===== src/rtl/cdv_pkg.sv =====
package cdv_pkg;

    typedef enum logic [1:0] {
        ST_HALT  = 2'd0,
        ST_START = 2'd1,
        ST_RUN   = 2'd2
    } div_state_t;

    typedef enum logic [1:0] {
        WM_FULL = 2'd0,
        WM_DIV  = 2'd1,
        WM_HALT = 2'd2,
        WM_NONE = 2'd3
    } wr_mode_t;

endpackage


===== src/rtl/cdv_ctrl_reg.sv =====
module cdv_ctrl_reg
    import cdv_pkg::*;
#(
    parameter int REG_W     = 32,
    parameter int DIV_W     = 6,
    parameter int DIV_SHIFT = 0,
    parameter int STOP_POS  = 8,
    parameter int SRC_W     = 2,
    parameter int SRC_SHIFT = 12,
    parameter int NUM_SRC   = 3
) (
    input  logic             clk,
    input  logic             rst_n,
    input  logic             we,
    input  logic [1:0]       addr,
    input  logic [REG_W-1:0] wdata,
    output logic [DIV_W-1:0] pend_div,
    output logic             pend_stop,
    output logic [SRC_W-1:0] pend_src,
    output logic             src_err
);

    localparam logic [DIV_W-1:0] DIV_ALL_ONES = {DIV_W{1'b1}};

    logic [DIV_W-1:0] w_div;
    logic             w_stop;
    logic [SRC_W-1:0] w_src;
    logic             w_src_ok;
    wr_mode_t         mode;

    assign w_div    = wdata[DIV_SHIFT +: DIV_W];
    assign w_stop   = wdata[STOP_POS];
    assign w_src    = wdata[SRC_SHIFT +: SRC_W];
    assign w_src_ok = (int'(w_src) < NUM_SRC);
    assign mode     = wr_mode_t'(addr);

    always_ff @(posedge clk) begin
        if (!rst_n) begin
            pend_div  <= DIV_ALL_ONES;
            pend_stop <= 1'b1;
            pend_src  <= '0;
            src_err   <= 1'b0;
        end else if (we) begin
            unique case (mode)
                WM_FULL: begin
                    pend_div  <= w_div;
                    pend_stop <= w_stop && (w_div != '0);
                    if (w_src_ok) begin
                        pend_src <= w_src;
                    end
                    src_err <= !w_src_ok;
                end
                WM_DIV: begin
                    pend_div <= w_div;
                end
                WM_HALT: begin
                    if (w_stop) begin
                        pend_stop <= 1'b1;
                        pend_div  <= DIV_ALL_ONES;
                    end else begin
                        pend_stop <= 1'b0;
                    end
                end
                WM_NONE: begin
                end
                default: begin
                end
            endcase
        end
    end

endmodule


===== src/rtl/cdv_src_mux.sv =====
module cdv_src_mux #(
    parameter int NUM_SRC = 3,
    parameter int SRC_W   = 2
) (
    input  logic [NUM_SRC-1:0] src_tick_i,
    input  logic [SRC_W-1:0]   sel,
    output logic               tick
);

    logic [NUM_SRC-1:0] hit;

    for (genvar i = 0; i < NUM_SRC; i++) begin : g_src
        assign hit[i] = src_tick_i[i] && (sel == SRC_W'(i));
    end

    assign tick = |hit;

endmodule


===== src/rtl/cdv_div_fsm.sv =====
module cdv_div_fsm
    import cdv_pkg::*;
#(
    parameter int DIV_W = 6,
    parameter int SRC_W = 2
) (
    input  logic             clk,
    input  logic             rst_n,
    input  logic             tick,
    input  logic [DIV_W-1:0] pend_div,
    input  logic             pend_stop,
    input  logic [SRC_W-1:0] pend_src,
    output logic [DIV_W-1:0] act_div,
    output logic [SRC_W-1:0] act_src,
    output logic             clk_en,
    output div_state_t       state_o
);

    div_state_t       state_q, state_d;
    logic [DIV_W-1:0] cnt_q;
    logic             load;
    logic             out_d;
    logic             period_end;

    assign period_end = tick && (cnt_q == act_div);
    assign state_o    = state_q;

    always_ff @(posedge clk) begin
        if (!rst_n) begin
            state_q <= ST_HALT;
        end else begin
            state_q <= state_d;
        end
    end

    always_comb begin
        state_d = state_q;
        load    = 1'b0;
        out_d   = 1'b0;
        unique case (state_q)
            ST_HALT: begin
                if (!pend_stop) begin
                    state_d = ST_START;
                end
            end
            ST_START: begin
                load    = 1'b1;
                state_d = ST_RUN;
            end
            ST_RUN: begin
                if (period_end) begin
                    out_d = 1'b1;
                    load  = 1'b1;
                    if (pend_stop) begin
                        state_d = ST_HALT;
                    end
                end
            end
            default: begin
                state_d = ST_HALT;
            end
        endcase
    end

    always_ff @(posedge clk) begin
        if (!rst_n) begin
            cnt_q   <= '0;
            act_div <= {DIV_W{1'b1}};
            act_src <= '0;
            clk_en  <= 1'b0;
        end else begin
            clk_en <= out_d;
            if (load) begin
                cnt_q   <= '0;
                act_div <= pend_div;
                act_src <= pend_src;
            end else if (state_q == ST_RUN && tick) begin
                cnt_q <= cnt_q + 1'b1;
            end
        end
    end

endmodule


===== src/rtl/stop_clk_div.sv =====
module stop_clk_div
    import cdv_pkg::*;
#(
    parameter int REG_W     = 32,
    parameter int DIV_W     = 6,
    parameter int DIV_SHIFT = 0,
    parameter int STOP_POS  = 8,
    parameter int SRC_W     = 2,
    parameter int SRC_SHIFT = 12,
    parameter int NUM_SRC   = 3
) (
    input  logic               clk,
    input  logic               rst_n,
    input  logic [NUM_SRC-1:0] src_tick_i,
    input  logic               bus_we,
    input  logic [1:0]         bus_addr,
    input  logic [REG_W-1:0]   bus_wdata,
    output logic [REG_W-1:0]   bus_rdata,
    output logic               clk_en_o,
    output logic               src_err_o
);

    logic [DIV_W-1:0] pend_div;
    logic             pend_stop;
    logic [SRC_W-1:0] pend_src;
    logic [DIV_W-1:0] act_div;
    logic [SRC_W-1:0] act_src;
    logic             sel_tick;
    div_state_t       fsm_state;

    cdv_ctrl_reg #(
        .REG_W(REG_W), .DIV_W(DIV_W), .DIV_SHIFT(DIV_SHIFT), .STOP_POS(STOP_POS),
        .SRC_W(SRC_W), .SRC_SHIFT(SRC_SHIFT), .NUM_SRC(NUM_SRC)
    ) u_reg (
        .clk(clk), .rst_n(rst_n), .we(bus_we), .addr(bus_addr), .wdata(bus_wdata),
        .pend_div(pend_div), .pend_stop(pend_stop), .pend_src(pend_src),
        .src_err(src_err_o)
    );

    cdv_src_mux #(.NUM_SRC(NUM_SRC), .SRC_W(SRC_W)) u_mux (
        .src_tick_i(src_tick_i), .sel(act_src), .tick(sel_tick)
    );

    cdv_div_fsm #(.DIV_W(DIV_W), .SRC_W(SRC_W)) u_fsm (
        .clk(clk), .rst_n(rst_n), .tick(sel_tick),
        .pend_div(pend_div), .pend_stop(pend_stop), .pend_src(pend_src),
        .act_div(act_div), .act_src(act_src), .clk_en(clk_en_o), .state_o(fsm_state)
    );

    always_comb begin
        bus_rdata                         = '0;
        bus_rdata[DIV_SHIFT +: DIV_W]     = act_div;
        bus_rdata[STOP_POS]               = pend_stop;
        bus_rdata[SRC_SHIFT +: SRC_W]     = act_src;
    end

endmodule


===== config.mk =====
export PLATFORM = sky130hd
export DESIGN_NAME = stop_clk_div
export DESIGN_NICKNAME = d
export VERILOG_FILES = /design/src/rtl/cdv_pkg.sv /design/src/rtl/cdv_ctrl_reg.sv /design/src/rtl/cdv_src_mux.sv /design/src/rtl/cdv_div_fsm.sv /design/src/rtl/stop_clk_div.sv
export SDC_FILE = /design/constraint.sdc
export NUM_CORES = 1
export LEC_CHECK = 0
export BUFFER_PORTS_ARGS = -buffer_cell sky130_fd_sc_hd__buf_2
export CAP_MARGIN = 20
export CORE_ASPECT_RATIO = 1.75
export CORE_MARGIN = 3
export CORE_UTILIZATION = 43
export CTS_BUF_LIST = sky130_fd_sc_hd__clkbuf_2 sky130_fd_sc_hd__clkbuf_4 sky130_fd_sc_hd__clkbuf_8
export DETAILED_ROUTE_END_ITERATION = 10
export PLACE_DENSITY = 0.78
export REMOVE_ABC_BUFFERS = 1
export SYNTH_ARGS = -nofsm -noshare
export SYNTH_HDL_FRONTEND = slang
export SYNTH_SLANG_ARGS = --single-unit

===== constraint.sdc =====
create_clock -name clk -period 1.55 [get_ports clk]
set_input_delay 0.31 -clock clk [delete_from_list [all_inputs] [get_ports clk]]
set_output_delay 0.31 -clock clk [all_outputs]
set_load 0.005 [all_outputs]

# ---- Word-level counts from Yosys, hierarchy flattened
# Cells that the tools add are included.
dict set report classes {
  eq_ne 11
  n_mux 10
  reduce_logical 22
  add_sub_neg 1
  magnitude_cmp 1
  n_bitwise 1
}
# operator count
set ops {}
lappend ops {{$pmux 6 s2} 1}
lappend ops {{$reduce_and 3->1} 3}
lappend ops {{$add 6x1->6 const B} 1}
lappend ops {{$eq 2x1->1 const B} 3}
lappend ops {{$eq 2x2->1 const B} 3}
lappend ops {{$eq 6x6->1} 1}
lappend ops {{$logic_and 1x1->1} 6}
lappend ops {{$logic_not 2->1} 3}
lappend ops {{$mux 2} 3}
lappend ops {{$mux 6} 1}
lappend ops {{$ne 2x2->1 const B} 3}
lappend ops {{$pmux 2 s3} 1}
lappend ops {{$reduce_and 2->1} 3}
lappend ops {{$reduce_bool 6->1} 1}
lappend ops {{$pmux 1 s2} 2}
lappend ops {{$reduce_bool 2->1} 2}
lappend ops {{$reduce_or 2->1} 2}
lappend ops {{$reduce_or 3->1} 1}
lappend ops {{$lt 2x2->1 const B} 1}
lappend ops {{$mux 1} 2}
lappend ops {{$ne 2x1->1 const B} 1}
lappend ops {{$logic_not 1->1} 1}
lappend ops {{$not 1->1} 1}
dict set report word_totals {
  output_inout_bits 34
  in_bits 40
  regBits 27
  elab_cells 55
}

# ---- Longest topological paths before layout
dict set report logic_depth {
  word_depth 7
  ltp_mapped 7
  depth_no_buf 5
}

# ---- Hierarchy
# From an unflattened synthesis, not the netlist that was laid out.
dict set report unflattened {
  cells_unflattened 169
  hier_area_um2 1525.2
}
# mod cells_per_inst n_inst area_per_inst_um2 seq_area_each_um2
set modules_own_cells {}
lappend modules_own_cells {cdv_div_fsm 94 1 898.4 340.3}
lappend modules_own_cells {cdv_ctrl_reg 47 1 420.4 200.2}
lappend modules_own_cells {stop_clk_div 25 1 183.9 0.0}
lappend modules_own_cells {cdv_src_mux 3 1 22.5 0.0}

# ---- Worst setup path after synthesis
# Ideal clock, no wire load.
dict set report synth_timing {
  path_kind {reg2reg}
  startpoint {register u_fsm.act_src[1]}
  endpoint {register u_fsm.act_div[4]}
  slack_ns -0.005
  arrival_ns 1.436
  path_stages_with_launch 8
  t_required_ns 1.430
  path_cell_list {dfxtp_1 > mux2i_1 > o21ai_2 > and3_4 > a22o_1 > buf_6 > buf_12 > mux2i_1}
}
dict set report synth_between {
  elab_chain_cells 6
  elab_cells_between_ends 10
  classes_between {eq/ne: 2; mux: 2; reduce/logical: 6}
}
# element line_no
set synth_rtl {}
lappend synth_rtl {{start, declared} cdv_div_fsm.sv:14} ;# output logic [SRC_W-1:0] act_src,
lappend synth_rtl {{start signal, assigned} cdv_div_fsm.sv:76} ;# act_src <= pend_src;
lappend synth_rtl {{$eq 2x1->1 (tied with other cells)} cdv_src_mux.sv:13} ;# assign hit[i] = src_tick_i[i] && (sel == SRC_W'(i));
lappend synth_rtl {{$logic_and 1x1->1} cdv_src_mux.sv:13}
lappend synth_rtl {{$reduce_or 3->1 (*)} cdv_src_mux.sv:16} ;# assign tick = |hit;
lappend synth_rtl {{$logic_and 1x1->1 (*)} cdv_div_fsm.sv:25} ;# assign period_end = tick && (cnt_q == act_div);
lappend synth_rtl {{$mux 1 (*)} cdv_div_fsm.sv:51} ;# if (period_end) begin
lappend synth_rtl {{$pmux 1 s2 (*)} cdv_div_fsm.sv:40} ;# unique case (state_q)
lappend synth_rtl {{end signal, assigned} cdv_div_fsm.sv:68} ;# act_div <= {DIV_W{1'b1}};
lappend synth_rtl {{end signal, assigned} cdv_div_fsm.sv:75} ;# act_div <= pend_div;
lappend synth_rtl {{end, declared} cdv_div_fsm.sv:13} ;# output logic [DIV_W-1:0] act_div,
# Every way passes the cells marked *; elsewhere a longest branch is shown, timed or not.
# A chain may end at the register's enable or synchronous reset.

# ---- Final worst setup path
dict set report layout_timing {
  startpoint {register u_fsm.act_div[5]}
  endpoint {register u_fsm.state_q[0], in the netlist u_fsm.state_o[0]}
}
dict set report layout_between {
  elab_chain_cells 4
}
# element line_no
set layout_rtl {}
lappend layout_rtl {{$eq 6x6->1} cdv_div_fsm.sv:25}
lappend layout_rtl {{$logic_and 1x1->1} cdv_div_fsm.sv:25}
lappend layout_rtl {{$ne 2x1->1 (no line)} n/a}
lappend layout_rtl {{$reduce_and 3->1 (no line)} n/a}
lappend layout_rtl {{end signal, assigned} cdv_div_fsm.sv:32} ;# state_q <= state_d;
lappend layout_rtl {{end, declared} cdv_div_fsm.sv:19} ;# div_state_t state_q, state_d;
# Every way passes these cells.

==> flow_summary.ini <==
[floorplan]
initial_core_util = 0.4514
fp.dieH_um = 85.01
die-area_sq_mm = 0.004348
ios = 74
num_rows = 28
die_w_um = 51.15
core_sq_mm = 0.003398

[place]
portBuffers = 27
gp_congestion = 0.7665
dpl.hpwl_um = 2147
place_area_sq_mm = 0.001708
dpl_worst_slack_ns = -0.01257

[power]
p_leak_uw = 0.0007781
powerDensity_mw_per_mm2 = 885.7
vdd_drop_max_v = 0.0007002

[setup_path]
critical_path_buf_inv_count = 1
r2r-end = u_fsm.state_o[0]$_SDFFE_PN0P_
reg2reg_depth = 6
startpoint_type = register
critPathCaptureType = register
arrival_ns = 1.70
path_cells = xnor2_1 > nand4_1 > nor3_2 > buf_4 > a41o_4 > mux2i_1
slowest_stage = dfxtp_1
ff2ff_setup_slack_ns = 0.05
crit_fanout = 2
critPathTopFamily = simple AND/OR/NAND/NOR gates
crit_type = reg -> reg
critPathMaxStageDelay_ns = 0.34
path_depth = 6
crit_path_end = u_fsm.state_o[0]$_SDFFE_PN0P_
worstPathRequired_ns = 1.75
reg2reg_from = u_fsm.act_div[5]$_SDFFE_PN1P_
startpoint = u_fsm.act_div[5]$_SDFFE_PN1P_

[logic_synthesis]
synth_cells = 166
syn_avg_cell_area_sq_um = 9.241
seq_area_frac_synth = 0.3524
synth_cell_type_count = 33
ys_seq_elements = 27
yosysWarnings = 0
synth_area_sq_mm = 0.001534

[route]
viasPerCell = 4.685
avgRoutedWirePerCell_um = 11.61
drtIter0Drc = 17
drc = 0
ant_nets = 0
first_pass_iters = 2
wl_um = 2879
route.vias.total = 1162

[sta]
rsz0062_at_grt = true
fmax_mhz = 664.7
fin_crit_ns = 1.504
period_share = 0.9706
whs_ns = 0.2595
setup_viol = 0
slew_viol_final = 0
setup_tns_ns = 0
fin_ws_ns = 0.04552
clock_skew_ns = 0.006204
finalHoldViolCount = 0

[clock_network]
clock_sinks = 27
cts-buffers-inserted = 3
clkTransAtPathRegs_ns = 0.09
cts_tree = yes
htreeDepth = 1
cts_setup_buffers = 0
clock_path_buffers = 2
root_buffer = clkbuf_8
clk_latency_ns = 0.27

[final_layout]
final_common_cell = buf_2
insertedDiodeCount = 0
area_growth_pct = 20.88
fill_cells = 323
drive_gt1_frac = 0.3695
layout_common_cells = buf_2 (27), conb_1 (23), nand2_1 (19), dfxtp_1 (19), nor2b_1 (13)
finish.net_count = 249
fin_area_sq_mm = 0.001854
multi_input_area_sq_um = 895.9
seqCellArea_sq_um = 550.5

[global_route]
grt_antenna_before_repair = 0
grt_pass1_vias = 1071
grt_start_max_net_pins = 22
grt_usage = 0.1310
overflow = 0
grt_pass1_wl_um = 4422

[run]
cap_violations = 0

[status]
status = finished clean

[min_path]
min_path_type = in -> reg
-- worst min path at each step --
stage / from / end / slack [ns] / cells after the start
global placement: u_reg.pend_src[0]$_SDFFE_PN0P_ / u_fsm.act_src[0]$_SDFFE_PN0P_ / 0.45 / 2
detailed placement: u_reg.pend_src[1]$_SDFFE_PN0P_ / u_fsm.act_src[1]$_SDFFE_PN0P_ / 0.46 / 2
finish: bus_wdata[3] / u_reg.pend_div[3]$_SDFFE_PN1P_ / 0.26 / 3
CTS: bus_wdata[1] / u_reg.pend_div[1]$_SDFFE_PN1P_ / 0.25 / 3
global route: bus_wdata[5] / u_reg.pend_div[5]$_SDFFE_PN1P_ / 0.26 / 3
floorplan: rst_n / u_reg.pend_div[0]$_SDFFE_PN1P_ / 0.37 / 1
-- routing by layer --
| layer | up-vias | wire, um | track usage |
|---|---|---|---|
| li1 | 584 | - | - |
| met1 | 541 | 1121 | 0.1361 |
| met2 | 33 | 1566 | 0.2327 |
| met3 | 4 | 146 | 0.02109 |
| met4 | 0 | 44 | 0.08578 |
| met5 | - | 0 | 0 |
-- area by class of cell --
cell class,instances,share of cell area
Clock buffer,3,0.02227
Clock inverter,1,0.002699
Inverter,4,0.008097
Multi-Input combinational cell,126,0.4831
Sequential cell,27,0.2969
Tap cell,45,0.03036
Timing Repair Buffer,42,0.1565
-- state kept, by name, indices dropped and copies added, names as in the netlist --
signal,flops
u_fsm.act_div,6
u_fsm.act_src,2
u_fsm.clk_en,1
u_fsm.cnt_q,6
u_fsm.state_o,2
u_reg.pend_div,6
u_reg.pend_src,2
u_reg.pend_stop,1
u_reg.src_err,1
-- what timing repair did --
action,4_1_cts,5_1_grt
pin swaps,0,7
endpoints found under the setup margin,10,16
cloned,0,1
resized for setup,1,19
hold buffers,0,0
-- worst reg2reg max path: cells and delay by family, from the launching register on --
family | cells | cell delay (ns)
and+or+nand+nor | 2 | 0.36
muxes | 1 | 0.17
xor gates and xnor gates | 1 | 0.19
buffers and inverters | 1 | 0.16
DFF | 1 | 0.34
AOI/OAI and AO/OA | 1 | 0.21
-- kinds of logic after synthesis --
group / synth area share
flip-flops: 0.3524
buffers and inverters: 0.1599
adder cells (fa/ha/maj): 0.04078
AND/OR/NAND/NOR: 0.2219
other: 0.002445
multiplexers: 0.07831
XOR/XNOR: 0.06280
AO/OA/AOI/OAI: 0.08157
-- where the power goes --
group          leakage [uW]  switching (uW)  total [uW]  internal (uW)
clock             0.0000255             218         399            180
combinational      0.000531             231         481            250
sequential         0.000221            30.2         763            733
total              0.000778             480        1640           1160
-- cells in the mapped netlist --
library cell | n | area (sq um)
a21oi_1 | 3 | 15.01
a22o_1 | 1 | 8.760
a41o_2 | 1 | 11.26
and2_1 | 2 | 12.51
and3_1 | 1 | 6.260
and3_4 | 1 | 11.26
buf_12 | 1 | 20.02
buf_4 | 24 | 180.2
buf_6 | 1 | 11.26
clkbuf_1 | 5 | 18.77
conb_1 | 1 | 3.750
dfxtp_1 | 27 | 540.5
ha_1 | 5 | 62.56
inv_1 | 4 | 15.01
mux2i_1 | 12 | 120.1
nand2_1 | 19 | 71.32
nand2b_1 | 2 | 12.51
nand3_1 | 2 | 10.01
nand3b_1 | 1 | 7.510
nand4_1 | 3 | 18.77
nor2_1 | 6 | 22.52
nor2b_1 | 13 | 81.33
nor3_1 | 1 | 5.000
nor3b_2 | 6 | 75.07
o21ai_0 | 2 | 10.01
o21ai_2 | 1 | 8.760
o221a_2 | 2 | 22.52
o22ai_1 | 5 | 31.28
o311ai_0 | 1 | 8.760
o41ai_1 | 1 | 8.760
or2_2 | 1 | 6.260
xnor2_1 | 4 | 35.03
xor2_1 | 7 | 61.31
-- metrics by stage --
step                      std cells  utilization  power, uW
after floorplan                 157            -       1015
after global placement          243       0.5026       1139
after detailed placement        243       0.5026       1151
after CTS                       247       0.5177       1549
after global routing            248       0.5457       1720
final                           248       0.5457       1642
No activity file was read; power rests on OpenSTA's default activity.
